<file path="src/rtl/crc8tag_pkg.sv">
package crc8tag_pkg;

    localparam int CID_W    = 24;
    localparam int REGION_W = 4;
    localparam int TYPE_W   = 4;
    localparam int STR_W    = CID_W + REGION_W + TYPE_W;
    localparam int CRC_W    = 8;

    localparam logic [CRC_W-1:0] CRC_POLY = 8'h07;   // x^8 + x^2 + x + 1
    localparam logic [CRC_W-1:0] CRC_SEED = 8'hFF;
    localparam logic [CRC_W-1:0] MARK_BIT = 8'h80;

    localparam logic [REGION_W-1:0] REGION_AGG_X = 4'd2;
    localparam logic [REGION_W-1:0] REGION_AGG_U = 4'd4;

    typedef struct packed {
        logic [CID_W-1:0]    cid;
        logic [REGION_W-1:0] region;
        logic [TYPE_W-1:0]   kind;
    } ctx_str_t;

    typedef struct packed {
        logic [CRC_W-1:0] crc;
        logic [CRC_W-1:0] tag;
    } gen_res_t;

    // One shift step of the CRC register, data bit entering at the top
    function automatic logic [CRC_W-1:0] crc_step(input logic [CRC_W-1:0] r,
                                                  input logic d);
        logic fb;
        fb = r[CRC_W-1] ^ d;
        return {r[CRC_W-2:0], 1'b0} ^ (fb ? CRC_POLY : '0);
    endfunction

endpackage

</file>
<file path="src/rtl/crc8tag_pack.sv">
module crc8tag_pack
    import crc8tag_pkg::*;
(
    input  logic [CID_W-1:0]    cid,
    input  logic [REGION_W-1:0] region,
    input  logic [TYPE_W-1:0]   kind,
    output ctx_str_t            str
);
    always_comb begin
        str.cid    = cid;
        str.region = region;
        str.kind   = kind;
    end
endmodule

</file>
<file path="src/rtl/crc8tag_engine.sv">
module crc8tag_engine
    import crc8tag_pkg::*;
(
    input  logic [STR_W-1:0] data,
    output logic [CRC_W-1:0] crc
);
    // Unrolled bit-serial recurrence: flattens to a pure XOR network
    always_comb begin
        logic [CRC_W-1:0] acc;
        acc = CRC_SEED;
        for (int i = STR_W - 1; i >= 0; i--) begin
            acc = crc_step(acc, data[i]);
        end
        crc = acc;
    end
endmodule

</file>
<file path="src/rtl/crc8tag_mark.sv">
module crc8tag_mark
    import crc8tag_pkg::*;
(
    input  logic [CRC_W-1:0] crc,
    input  logic [CRC_W-1:0] tag_in,
    output logic [CRC_W-1:0] tag_valid,
    output logic [CRC_W-1:0] tag_cleared
);
    always_comb begin
        tag_valid   = crc | MARK_BIT;
        tag_cleared = tag_in & ~MARK_BIT;
    end
endmodule

</file>
<file path="src/rtl/crc8tag_gen.sv">
module crc8tag_gen
    import crc8tag_pkg::*;
(
    input  logic                clk,
    input  logic                rst,
    input  logic                gen_vld_i,
    input  logic [CID_W-1:0]    cid_i,
    input  logic [REGION_W-1:0] region_i,
    input  logic [TYPE_W-1:0]   type_i,
    input  logic                inv_vld_i,
    input  logic [CRC_W-1:0]    tag_i,
    output logic                res_vld_o,
    output logic [CRC_W-1:0]    crc_o,
    output logic [CRC_W-1:0]    tag_o,
    output logic                inv_vld_o,
    output logic [CRC_W-1:0]    inv_tag_o
);
    ctx_str_t         str_c;
    logic [CRC_W-1:0] crc_c;
    logic [CRC_W-1:0] tag_c;
    logic [CRC_W-1:0] inv_c;
    gen_res_t         res_q;
    logic             res_vld_q;
    logic             inv_vld_q;
    logic [CRC_W-1:0] inv_q;

    crc8tag_pack u_pack (
        .cid    (cid_i),
        .region (region_i),
        .kind   (type_i),
        .str    (str_c)
    );

    crc8tag_engine u_engine (
        .data (str_c),
        .crc  (crc_c)
    );

    crc8tag_mark u_mark (
        .crc         (crc_c),
        .tag_in      (tag_i),
        .tag_valid   (tag_c),
        .tag_cleared (inv_c)
    );

    always_ff @(posedge clk) begin
        if (rst) begin
            res_q     <= '0;
            res_vld_q <= 1'b0;
            inv_vld_q <= 1'b0;
            inv_q     <= '0;
        end else begin
            res_vld_q <= gen_vld_i;
            if (gen_vld_i) begin
                res_q.crc <= crc_c;
                res_q.tag <= tag_c;
            end
            inv_vld_q <= inv_vld_i;
            if (inv_vld_i) begin
                inv_q <= inv_c;
            end
        end
    end

    assign res_vld_o = res_vld_q;
    assign crc_o     = res_q.crc;
    assign tag_o     = res_q.tag;
    assign inv_vld_o = inv_vld_q;
    assign inv_tag_o = inv_q;

    // Taps of output bit 0 over the 32-bit string
    localparam logic [STR_W-1:0] BIT0_TAPS = 32'hD0AD51C1;

    assert_bit0_taps_R3: assert property (@(posedge clk) disable iff (rst)
        gen_vld_i |=> crc_o[0] ==
            ~(^({$past(cid_i), $past(region_i), $past(type_i)} & BIT0_TAPS)));

    assert_marker_R4: assert property (@(posedge clk) disable iff (rst)
        res_vld_o |-> (tag_o[7] && tag_o[6:0] == crc_o[6:0]));

    assert_latency_R5: assert property (@(posedge clk) disable iff (rst)
        gen_vld_i |=> res_vld_o);

    assert_no_spurious_R5: assert property (@(posedge clk) disable iff (rst)
        !gen_vld_i |=> !res_vld_o);

    assert_hold_R6: assert property (@(posedge clk) disable iff (rst)
        !gen_vld_i |=> ($stable(crc_o) && $stable(tag_o)));

    assert_invalidate_R7: assert property (@(posedge clk) disable iff (rst)
        inv_vld_i |=> (inv_vld_o && !inv_tag_o[7] &&
                       inv_tag_o[6:0] == $past(tag_i[6:0])));

    assert_inv_quiet_R7: assert property (@(posedge clk) disable iff (rst)
        !inv_vld_i |=> !inv_vld_o);

endmodule

</file>
<file path="config.mk">
export PLATFORM = sky130hd
export DESIGN_NAME = crc8tag_gen
export DESIGN_NICKNAME = d
export VERILOG_FILES = /design/src/rtl/crc8tag_pkg.sv /design/src/rtl/crc8tag_pack.sv /design/src/rtl/crc8tag_engine.sv /design/src/rtl/crc8tag_mark.sv /design/src/rtl/crc8tag_gen.sv
export SDC_FILE = /design/constraint.sdc
export NUM_CORES = 1
export LEC_CHECK = 0
export ABC_AREA = 1
export BUFFER_PORTS_ARGS = -buffer_cell sky130_fd_sc_hd__buf_4
export CAP_MARGIN = 20
export CORE_MARGIN = 2
export CORE_UTILIZATION = 50
export DETAILED_ROUTE_END_ITERATION = 12
export MAX_ROUTING_LAYER = met4
export PLACE_DENSITY = 0.79
export SYNTH_ARGS = -nofsm -noshare
export SYNTH_HDL_FRONTEND = slang
export SYNTH_SLANG_ARGS = --single-unit
</file>
<file path="constraint.sdc">
create_clock -name clk -period 6.1 [get_ports clk]
set_clock_uncertainty 0.1 [all_clocks]
set_input_delay 0.915 -clock clk [delete_from_list [all_inputs] [get_ports clk]]
set_output_delay 0.915 -clock clk [all_outputs]
set_load 0.02 [all_outputs]
</file>
==> impl_metrics.toml <==
[drt]
drt_iter0_markers = 128
dr.pass1.iters = 4
wirelength_mm = 5.02
post_drt_wl_per_cell_um = 9.43
route.detailed.vias_per_inst = 4.70
ant_nets = 0
vias = 2502
drc = 0

[floorplanning]
start_util_pct = 51.5
core.rowCount = 24
die_y_um = 70.5
die_x_um = 70.5
io-pin-count = 70
dieArea_mm2 = 0.00497
coreArea_mm2 = 0.00429

[clocking]
cts_root_buf = "clkbuf_8"
cts_resized = 0
cts_sinks = 18
h-tree-depth = 1
clkSlewWorstSetupHoldPaths_ps = 70
cts_tree = "built"
post_cts_buffers = 0
cts_buffers = 3
cts_hold_buf = 0
clock_latency_ps = 250
max-clock-path-buffers = 2

[setup_path]
critPathArrivalTime_ps = 2870
crit_fanout = 5
slowest_delay_ps = 230
crit_required_ps = 6160
crit_type = "in2reg"
start_kind = "primary input"
critical_path.slowest_cell = "xnor2_1"
crit_top_cell = "nand2_1"
crit_path_cell_trace = "buf_4 -> inv_1 -> nor2_1 -> o21ai_1 -> nand2_2 -> nand2_1 -> nand2_2 -> xnor2_1 -> nand2_1 -> nand2_2 -> nand2_1 -> nand2_1 -> nand2_1 -> nand2_1 -> nand3_1 -> nand2_1 -> inv_2 -> nand2_1 -> nand3_1 -> nand2_1 -> inv_1"
cp-end-kind = "flop"

[outcome]
outcome = "complete, no violations"

[timing]
setup_viol = 0
post-route-min-period_ps = 2810
period_share_pct = 46.1
hold_viol = 0
fin_tns_setup_ps = 0
fmax_ghz = 0.355
finalMaxSlewViolations = 0
rsz0062_at_grt = "false"

[flow_run]
drv_cap = 0

[layout]
fin_area_mm2 = 0.00276
multi_input_area_mm2 = 0.00155
layout.nets = 525
drive_above_1_share_pct = 26.5
fin_util_pct = 64.3
num_antenna_cells = 0
fillers = 442
final-seq-area_um2 = 360
area_delta_synth_final_pct = 24.9

[yosys]
synth-compound-area-share_pct = 3.05
synth_top_family_by_area = "simple AND/OR/NAND/NOR gates"
synth-simple-area-share_pct = 61.4
syn_area_per_cell_um2 = 5.27
ys_seq_area_share_pct = 16.3
synth_area_mm2 = 0.00221
synth.distinct_cells = 23
yosys.area_share.adder_pct = 0
synth_cells = 420
ys_ff_latch = 18
synth-xor-area-share_pct = 5.60
yosysWarnings = 0
synth.net_count = 464
synthMuxAreaShare_pct = 0

[global_route]
grt_overflow = 0
grt_first_pass_wirelength_mm = 9.07
grt_antenna_before_repair = 0
gr-usage-met3_pct = 4.18
grt_max_degree = 18
grt_pass1_vias = 2301
met2_usage_pct = 39.2
use_met1_pct = 27.0
grt-busiest-layer = "met2"
grt.total_usage_pct = 22.1

[pwr]
power.density_mw_per_mm2 = 263
p_leak_uw = 0.00172
vdd_drop_max_v = 0.000157

[place]
dp_hpwl_mm = 4.34
placed_cell_area_mm2 = 0.00271
io_buffers = 67
routabilityCongestion = 0.850

[worst_hold_path]
hold_path.class = "reg2reg"
==> cell usage in the layout (no fill, tap or decap), types with 5 or more instances in the layout <==
cell / instances
nand3_1: 46
nand3b_1: 5
nand2_2: 32
dfxtp_1: 18
o21ai_0: 8
buf_4: 67
nor2_1: 33
inv_1: 45
nand2_4: 5
inv_2: 15
xor2_1: 7
nand2_1: 180
==> sequential cells by signal (all words and copies together) (netlist names) <==
signal	cells
crc_o	8
inv_tag_o	7
inv_vld_o	1
res_vld_o	1
tag_o	1
==> worst paths after layout <==
path         startpoint       end  slack, ps  cells past startpoint
min reg2reg    tag_o[7]  tag_o[7]        380                      2
min            tag_o[7]  tag_o[7]        380                      2
max           cid_i[17]  crc_o[1]       3290                     21
max reg2reg    crc_o[6]  crc_o[6]       5320                      2
==> layout make-up <==
cell class | count | share of cell area (%)
clock buffer | 4 | 1.99
inverter | 60 | 8.15
multi-input combinational | 331 | 56.2
sequential | 18 | 13.0
tap | 52 | 2.36
timing repair buffer | 67 | 18.2
==> kinds of logic after synthesis <==
group / Yosys count
simple gates: 305
buf+inv: 71
flops: 18
compound gates: 13
xor+xnor: 12
other cells: 1
==> power by group <==
group	leakage, µW	internal (µW)	switching [µW]
Sequential	0.000150	135	11.1
Clock	0.0000288	57.3	40.5
Combinational	0.00155	183	301
==> through the flow <==
step	worst slack (ps)	total power (µW)	hold slack [ps]	instances
after floorplan	3450	522	455	420
after global placement	3040	619	356	528
after detailed placement	3020	633	364	528
after CTS	3260	733	380	532
after global routing	2910	811	398	532
final	3290	728	379	532
==> worst max-delay path, delay by kind of cell <==
kind,cells,cell delay (ps)
AO/OA/AOI/OAI,1,190
XOR/XNOR,1,230
buffers and inverters,4,290
AND/OR/NAND/NOR,15,1240
==> synthesized netlist by cell type <==
library cell  count  share of area [%]
o21ai_1           2               0.45
buf_4             8                2.7
nand3_2           2               0.91
nand2_2          32                9.0
nor2_1           33                5.6
nand3_1          46                 10
dfxtp_1          18                 16
buf_2             1               0.23
inv_1            45                7.6
inv_2            15                2.5
nand2_4           5                2.5
a21oi_1           2               0.45
xor2_1            7                2.8
xor2_4            1                1.2
clkbuf_1          2               0.34
conb_1            1               0.17
o211ai_1          1               0.34
xnor2_1           4                1.6
or2_4             1               0.40
nand2_1         180                 31
nand3b_1          5                1.7
or2_1             1               0.28
o21ai_0           8                1.8
==> metal layers <==
layer / share of wire, % / wire [µm]
met3: 3.8 / 191
met2: 50 / 2510
met5: 0 / 0
met1: 46 / 2280
met4: 0.64 / 32
(Power assumes the default switching activity.)
